**src/rtl/ser_pkg.sv**
```systemverilog
package ser_pkg;
  typedef enum logic [1:0] {
    RATE_FULL    = 2'd0,
    RATE_HALF    = 2'd1,
    RATE_QUARTER = 2'd2,
    RATE_SPARE   = 2'd3
  } rate_e;
endpackage

```
**src/rtl/ser_pace.sv**
```systemverilog
// Bit-enable generator: one pulse per serial bit time.
module ser_pace #(
  parameter int CNT_W = 4
) (
  input  logic       clk,
  input  logic       rst,
  input  logic [1:0] rate_sel,
  input  logic       ref_fast,
  output logic       bit_en
);
  import ser_pkg::*;

  logic [CNT_W-1:0] cnt;
  logic [CNT_W-1:0] base;
  logic [CNT_W-1:0] period;
  logic [CNT_W-1:0] lim;

  always_comb begin
    case (rate_e'(rate_sel))
      RATE_FULL: base = CNT_W'(1);
      RATE_HALF: base = CNT_W'(2);
      default:   base = CNT_W'(4);
    endcase
    period = ref_fast ? (base << 1) : base;
    lim    = period - CNT_W'(1);
    bit_en = (cnt == lim);
  end

  always_ff @(posedge clk) begin
    if (rst)         cnt <= '0;
    else if (bit_en) cnt <= '0;
    else             cnt <= cnt + CNT_W'(1);
  end
endmodule

```
**src/rtl/ser_char_sel.sv**
```systemverilog
// Character selector: picks the next character for the shifter.
module ser_char_sel #(
  parameter int CHAR_W = 10
) (
  input  logic                  clk,
  input  logic                  rst,
  input  logic                  wide_mode,
  input  logic                  load,
  input  logic [2*CHAR_W-1:0]   din,
  output logic [CHAR_W-1:0]     nxt_chr,
  output logic                  word_start
);
  logic              second;
  logic [CHAR_W-1:0] low_q;

  always_comb begin
    word_start = !(wide_mode && second);
    if (!wide_mode)  nxt_chr = din[CHAR_W-1:0];
    else if (second) nxt_chr = low_q;
    else             nxt_chr = din[2*CHAR_W-1:CHAR_W];
  end

  always_ff @(posedge clk) begin
    if (rst) begin
      second <= 1'b0;
      low_q  <= '0;
    end else if (load) begin
      if (wide_mode && !second) begin
        low_q  <= din[CHAR_W-1:0];
        second <= 1'b1;
      end else begin
        second <= 1'b0;
      end
    end
  end
endmodule

```
**src/rtl/ser_shift.sv**
```systemverilog
// Character shifter: LSB-first shift with gapless reload and output steering.
module ser_shift #(
  parameter int CHAR_W = 10
) (
  input  logic              clk,
  input  logic              rst,
  input  logic              bit_en,
  input  logic              loop_en,
  input  logic [CHAR_W-1:0] nxt_chr,
  output logic              load,
  output logic              mid,
  output logic              sdo_o,
  output logic              tst_o
);
  localparam int BC_W = $clog2(CHAR_W);
  localparam logic [BC_W-1:0] LAST_BIT = BC_W'(CHAR_W - 1);
  localparam logic [BC_W-1:0] MID_BIT  = BC_W'(CHAR_W / 2 - 1);

  logic [BC_W-1:0]   bc;
  logic [CHAR_W-1:0] sr;
  logic [CHAR_W-1:0] sr_d;

  always_comb begin
    load = bit_en && (bc == LAST_BIT);
    mid  = bit_en && (bc == MID_BIT);
    if (load)        sr_d = nxt_chr;
    else if (bit_en) sr_d = {1'b0, sr[CHAR_W-1:1]};
    else             sr_d = sr;
  end

  always_ff @(posedge clk) begin
    if (rst) begin
      bc    <= '0;
      sr    <= '0;
      sdo_o <= 1'b0;
      tst_o <= 1'b0;
    end else begin
      if (load)        bc <= '0;
      else if (bit_en) bc <= bc + BC_W'(1);
      sr    <= sr_d;
      sdo_o <= !loop_en && sr_d[0];
      tst_o <= loop_en && sr_d[0];
    end
  end
endmodule

```
**src/rtl/ser_dual_width_tx.sv**
```systemverilog
module ser_dual_width_tx #(
  parameter int CHAR_W = 10,
  parameter int CNT_W  = 4
) (
  input  logic                clk,
  input  logic                rst,
  input  logic                wide_mode,
  input  logic [1:0]          rate_sel,
  input  logic                ref_fast,
  input  logic                loop_en,
  input  logic [2*CHAR_W-1:0] din,
  output logic                wclk_o,
  output logic                sdo_o,
  output logic                tst_o
);
  logic              bit_en;
  logic              load;
  logic              mid;
  logic              word_start;
  logic [CHAR_W-1:0] nxt_chr;

  ser_pace #(.CNT_W(CNT_W)) i_pace (
    .clk(clk), .rst(rst), .rate_sel(rate_sel), .ref_fast(ref_fast),
    .bit_en(bit_en)
  );

  ser_char_sel #(.CHAR_W(CHAR_W)) i_sel (
    .clk(clk), .rst(rst), .wide_mode(wide_mode), .load(load), .din(din),
    .nxt_chr(nxt_chr), .word_start(word_start)
  );

  ser_shift #(.CHAR_W(CHAR_W)) i_shift (
    .clk(clk), .rst(rst), .bit_en(bit_en), .loop_en(loop_en),
    .nxt_chr(nxt_chr), .load(load), .mid(mid),
    .sdo_o(sdo_o), .tst_o(tst_o)
  );

  // Word clock: rises with each word capture, falls at the half-word point.
  always_ff @(posedge clk) begin
    if (rst)                                     wclk_o <= 1'b0;
    else if (load && word_start)                 wclk_o <= 1'b1;
    else if ((load && !word_start) ||
             (mid && !wide_mode))                wclk_o <= 1'b0;
  end
endmodule

```
**config.mk**
```make
export PLATFORM = sky130hd
export DESIGN_NAME = ser_dual_width_tx
export DESIGN_NICKNAME = d
export VERILOG_FILES = /design/src/rtl/ser_pkg.sv /design/src/rtl/ser_pace.sv /design/src/rtl/ser_char_sel.sv /design/src/rtl/ser_shift.sv /design/src/rtl/ser_dual_width_tx.sv
export SDC_FILE = /design/constraint.sdc
export NUM_CORES = 1
export LEC_CHECK = 0
export ABC_CLOCK_PERIOD_IN_PS = 2500
export BUFFER_PORTS_ARGS = -buffer_cell sky130_fd_sc_hd__buf_2
export CAP_MARGIN = 5
export CORE_AREA = 2 2 67 69
export DETAILED_ROUTE_END_ITERATION = 12
export DIE_AREA = 0 0 69 71
export PLACE_DENSITY = 0.65
export SLEW_MARGIN = 20
export SYNTH_ARGS = -nofsm -noshare
export SYNTH_HDL_FRONTEND = slang
export SYNTH_SLANG_ARGS = --single-unit
export TNS_END_PERCENT = 50
```
**constraint.sdc**
```tcl
create_clock -name clk -period 2.5 [get_ports clk]
set_clock_uncertainty 0.1 [all_clocks]
set_input_delay 0.125 -clock clk [delete_from_list [all_inputs] [get_ports clk]]
set_output_delay 0.125 -clock clk [all_outputs]
set_load 0.01 [all_outputs]
```
Word level (Yosys, flattened, before mapping):

Cells that the tools add are included.

* register bits: 32
* bits of input ports: 27
* output and inout bits: 3

* $add $sub $neg: 3
* equality and inequality tests: 4
* mux-type cells: 9
* reductions and logical operators: 20

Operators with widths (number)
* $mux W10: 4
* $logic_and A1 B1 Y1: 9
* $add A4 B1 Y4 const B: 2
* $pmux W3 S2: 1
* $eq A4 B3 Y1 const B: 1
* $eq A4 B4 Y1: 1
* $eq A4 B4 Y1 const B: 1
* $logic_not A1 Y1: 4
* $mux W4: 1
* $reduce_bool A2 Y1: 2
* $reduce_or A2 Y1: 2
* $sub A4 B1 Y4 const B: 1
* $mux W1: 3
* $eq A2 B1 Y1 const B: 1
* $logic_not A2 Y1: 1
* $reduce_and A2 Y1: 1
* $logic_or A1 B1 Y1: 1

Logic depth before layout (Yosys ltp):

* depth after elaboration: 10
* gate-level depth with buffers: 9

Cells and area by module:

From an unflattened synthesis, not the netlist that was laid out.

* cell total of the unflattened synthesis: 201
* area, all modules: 1749.2 um^2

Modules (own cells, without submodules)
* ser_shift: times used 1, cells each 88, area each 740.7 um^2, sequential area each 320.3 um^2
* ser_char_sel: times used 1, cells each 81, area each 695.7 um^2, sequential area each 220.2 um^2
* ser_pace: times used 1, cells each 27, area each 266.5 um^2, sequential area each 80.1 um^2
* ser_dual_width_tx: times used 1, cells each 5, area each 46.3 um^2, sequential area each 20.0 um^2

Worst setup path after synthesis:

OpenSTA, ideal clock, no wires.

* path type: in2reg
* start: in rate_sel[1]
* end: reg i_shift.sr[9]
* data arrival time: 2047 ps
* data required time: 2331 ps
* slack: 284 ps
* stages: 8
* path buffers: 1
* cell sequence: or3_1 -> ha_1 -> xor2_1 -> o211ai_1 -> or3_1 -> buf_2 -> or4_1 -> o21ai_1

* longest elaborated chain between the ends: 7
* elaborated cells between the ends (all ways): 9
* classes of those cells: 1 x add/sub; 2 x eq/ne; 3 x mux; 3 x reduce/logical

Ends and longest elaborated chain
* from (decl): line ser_dual_width_tx.sv:8 `input logic [1:0] rate_sel,`
* $eq A2 B1 Y1 / $logic_not A2 Y1 (equally long branches): line ser_pace.sv:19 `case (rate_e'(rate_sel))`
* $pmux W3 S2 *: line ser_pace.sv:19
* $mux W4 *: line ser_pace.sv:24 `period = ref_fast ? (base << 1) : base;`
* $sub A4 B1 Y4 *: line ser_pace.sv:25 `lim = period - CNT_W'(1);`
* $eq A4 B4 Y1 *: line ser_pace.sv:26 `bit_en = (cnt == lim);`
* $logic_and A1 B1 Y1: line ser_shift.sv:24 `load = bit_en && (bc == LAST_BIT);`
* $mux W10 / $reduce_bool A2 Y1 (equally long branches)
* to (signal assigned): line ser_shift.sv:40 `sr <= sr_d;`
* to (decl): line ser_shift.sv:20 `logic [CHAR_W-1:0] sr;`

Mark *: on every way between the ends. The rest lies on a longest branch, timed or not.
A chain may end at the register's enable or synchronous reset.

Worst setup path after layout:

* start: reg i_shift.bc[0]
* end: reg i_sel.low_q[5]

* longest elaborated chain between the ends: 3

Ends and longest elaborated chain
* from (decl): line ser_shift.sv:19 `logic [BC_W-1:0] bc;`
* from (signal assigned): line ser_shift.sv:39 `else if (bit_en) bc <= bc + BC_W'(1);`
* $eq A4 B4 Y1: line ser_shift.sv:24
* $logic_and A1 B1 Y1: line ser_shift.sv:24
* $reduce_and A2 Y1 (no line)
* to (signal assigned): line ser_char_sel.sv:29 `low_q <= din[CHAR_W-1:0];`
* to (decl): line ser_char_sel.sv:14 `logic [CHAR_W-1:0] low_q;`

No other way between the ends.

==> flow_summary.json <==
{
  "r2r-end": "i_sel.low_q[5]",
  "max-cap-violations": 0,
  "clkTransAtPathRegs_ns": 0.06,
  "syn_nets": 217,
  "gp_congestion": 0.782,
  "dr.pass1.iters": 4,
  "r2r_start": "i_shift.bc[0]",
  "p_per_area_nw_per_um2": 563,
  "max-slew-margin-rel_pct": 55.5,
  "grt_max_degree": 35,
  "dr.first_iter.drc_count": 61,
  "die-area_um2": 4900,
  "multi_input_area_um2": 907,
  "insertion_delay_ns": 0.28,
  "clk_path_buf_depth": 2,
  "route.vias.total": 1401,
  "drive_above_1_share_pct": 21.0,
  "track_usage_pct": 14.2,
  "cts.repair.resized": 0,
  "worstPathMaxFanout": 12,
  "fp.dieW_um": 69,
  "synth_top_cells_by_area": "dfxtp_1 (40%), mux2i_1 (12%), a211oi_1 (7.4%)",
  "synth_compound_gate_area_share_pct": 18.5,
  "fin_crit_ns": 2.04,
  "syn_area_um2": 1620,
  "synth_fa_ha_area_share_pct": 3.86,
  "yosys.area_share.xor_xnor_pct": 2.70,
  "io_buffers": 29,
  "yosys_warnings": 0,
  "antenna_found_initial": 0,
  "hold_path.class": "input port to register",
  "hold_depth": 3,
  "row_count": 24,
  "routed_via_density": 5.08,
  "p_total_mw": 1.13,
  "tightest_slew_ns": 0.666,
  "max_clock_freq_mhz": 490,
  "die_y_um": 71,
  "ir_worst_vdd_uv": 379,
  "synth_largest_area_cell": "dfxtp_1",
  "mostFrequentLayoutCells": "dfxtp_1 (32), buf_2 (29), nor2_1 (28)",
  "layout_commonest_cell": "dfxtp_1",
  "synth_area_per_cell_um2": 8.76,
  "tns_ns": 0,
  "setup_viol": 0,
  "htreeDepth": 2,
  "wl_per_cell_um": 11.9,
  "wl_met3_um": 112,
  "post_cts_buffers": 0,
  "dr_wl_met2_um": 1510,
  "m1WireLength_um": 1610,
  "crit_type": "register to register",
  "area_delta_synth_final_pct": 24.4,
  "synth_top_area_share_pct": 39.5,
  "grt_overflow": 0,
  "yosys.area_share.simple_pct": 19.2,
  "synth_top_family_by_area": "simple AND/OR/NAND/NOR gates",
  "worstSetupEndpointType": "register",
  "dp_hpwl_um": 2260,
  "status": "finished, final reports clean",
  "synth_mux_area_share_pct": 11.7,
  "design_area_um2": 2020,
  "placed_area_um2": 1830,
  "wirelength_um": 3290,
  "root_buffer": "clkbuf_8",
  "rsz0062_at_grt": "no",
  "r2r_slack_ns": 0.46,
  "critPathArrivalTime_ns": 2.09,
  "ff2ff_path_depth": 7,
  "synth_cell_types": 36,
  "drc_errors": 0,
  "finalHoldViolCount": 0,
  "pin_count": 30,
  "register_area_um2": 641,
  "fillers": 442,
  "antennaDiodeCount": 0,
  "top_layer_used": "met4",
  "hold_end": "i_sel.low_q[7]",
  "worstSetupStartpointType": "register",
  "finalMaxSlewViolations": 0,
  "core_um2": 4200,
  "hold_start": "din[7]",
  "yosysSeqAreaShare_pct": 39.5,
  "leakagePower_nw": 0.739,
  "syn_inst": 185,
  "start_util_pct": 38.5,
  "timing.final.crit_share_pct": 81.7,
  "grt_pass1_vias": 1217,
  "crit_required_ns": 2.55,
  "clock_sinks": 32,
  "grt_pass1_wl_um": 5470,
  "cts_tree": "built",
  "cts_made_buffers": 5,
  "final_nets": 256,
  "synth_seq_cells": 32,
  "antenna_left": 0
}
-- metal layers --
metal / global-route usage, % / vias to the layer above
met5: 0 / -
met4: 6.54 / 0
met3: 4.99 / 5
met2: 21.3 / 28
met1: 18.3 / 622
li1: - / 746
-- report_power, final --
| group | internal [mW] | total (mW) | leakage (nW) | switching [mW] |
|---|---|---|---|---|
| Clock | 0.245 | 0.427 | 0.0503 | 0.182 |
| Sequential | 0.533 | 0.550 | 0.259 | 0.0175 |
| Combinational | 0.0755 | 0.157 | 0.430 | 0.0810 |
| Total | 0.853 | 1.13 | 0.739 | 0.281 |
-- Yosys cell counts (all sizes together) --
| cell type | number |
|---|---|
| a211oi | 16 |
| a21oi | 14 |
| a22oi | 1 |
| a311oi | 2 |
| a31o | 1 |
| a31oi | 3 |
| and3 | 1 |
| and3b | 1 |
| buf | 6 |
| clkbuf | 7 |
| dfxtp | 32 |
| ha | 5 |
| inv | 5 |
| mux2i | 19 |
| nand2 | 6 |
| nand2b | 4 |
| nand3 | 6 |
| nand3b | 2 |
| nor2 | 28 |
| nor2b | 1 |
| nor3 | 5 |
| nor3b | 1 |
| nor4 | 2 |
| nor4bb | 1 |
| o2111ai | 2 |
| o211ai | 1 |
| o21a | 1 |
| o21ai | 3 |
| o31a | 1 |
| or3 | 2 |
| or4 | 1 |
| xnor2 | 2 |
| xor2 | 3 |
-- layout make-up --
class / instances / area share, %
clock buffers: 7 / 4.78
inverters: 5 / 0.931
multi-input cells: 135 / 45.0
flip-flops and latches: 32 / 31.8
well taps: 52 / 3.23
repair buffers: 45 / 14.3
-- stage by stage --
step                utilization (%)  cells  hold WS [ns]  setup slack (ns)
finish                         47.9    276       0.00209             0.458
global route                   47.9    276       0.00990             0.288
CTS                            47.9    276       0.00111             0.449
detailed placement             43.5    260         0.212             0.158
global placement               43.5    260         0.214             0.214
floorplan                         -    185         0.103             0.284
-- critical path, cell delays in order (launching register included) --
cell and delay [ns]:
dfxtp_1 0.40, ha_1 0.19, and3b_1 0.27, o2111ai_1 0.16, nor4_2 0.23, buf_4 0.28
mux2i_1 0.22, nor2_1 0.05
-- state kept, by name (all words and copies together) (netlist names) --
name,count
i_shift.bc,4
i_sel.second,1
i_shift.sdo_o,1
i_shift.sr,10
i_sel.low_q,10
i_pace.cnt,4
wclk_o,1
i_shift.tst_o,1
-- cell families after synthesis --
family	count (synthesis)
simple gates	61
compound gates	45
flops	32
mux	19
buf+inv	18
xor+xnor	5
fa+ha+maj	5
-- timing repair --
| action | CTS | global route |
|---|---|---|
| hold buffers | 9 | 0 |
| hold endpoints to repair | 10 | 0 |
| setup endpoints to repair | 0 | 0 |
-- how the worst max path moves through the flow --
stage	from	to	slack, ns	cells past startpoint
6_report	i_shift.bc[0]	i_sel.low_q[5]	0.46	7
3_3_place_gp	rate_sel[1]	i_shift.sr[9]	0.21	8
2_1_floorplan	rate_sel[1]	i_shift.sr[9]	0.28	8
3_5_place_dp	rate_sel[1]	i_shift.sr[9]	0.16	8
4_1_cts	i_shift.bc[0]	i_sel.low_q[7]	0.45	7
5_1_grt	i_shift.bc[1]	i_sel.low_q[7]	0.29	8
No activity file was read; power rests on OpenSTA's default activity.
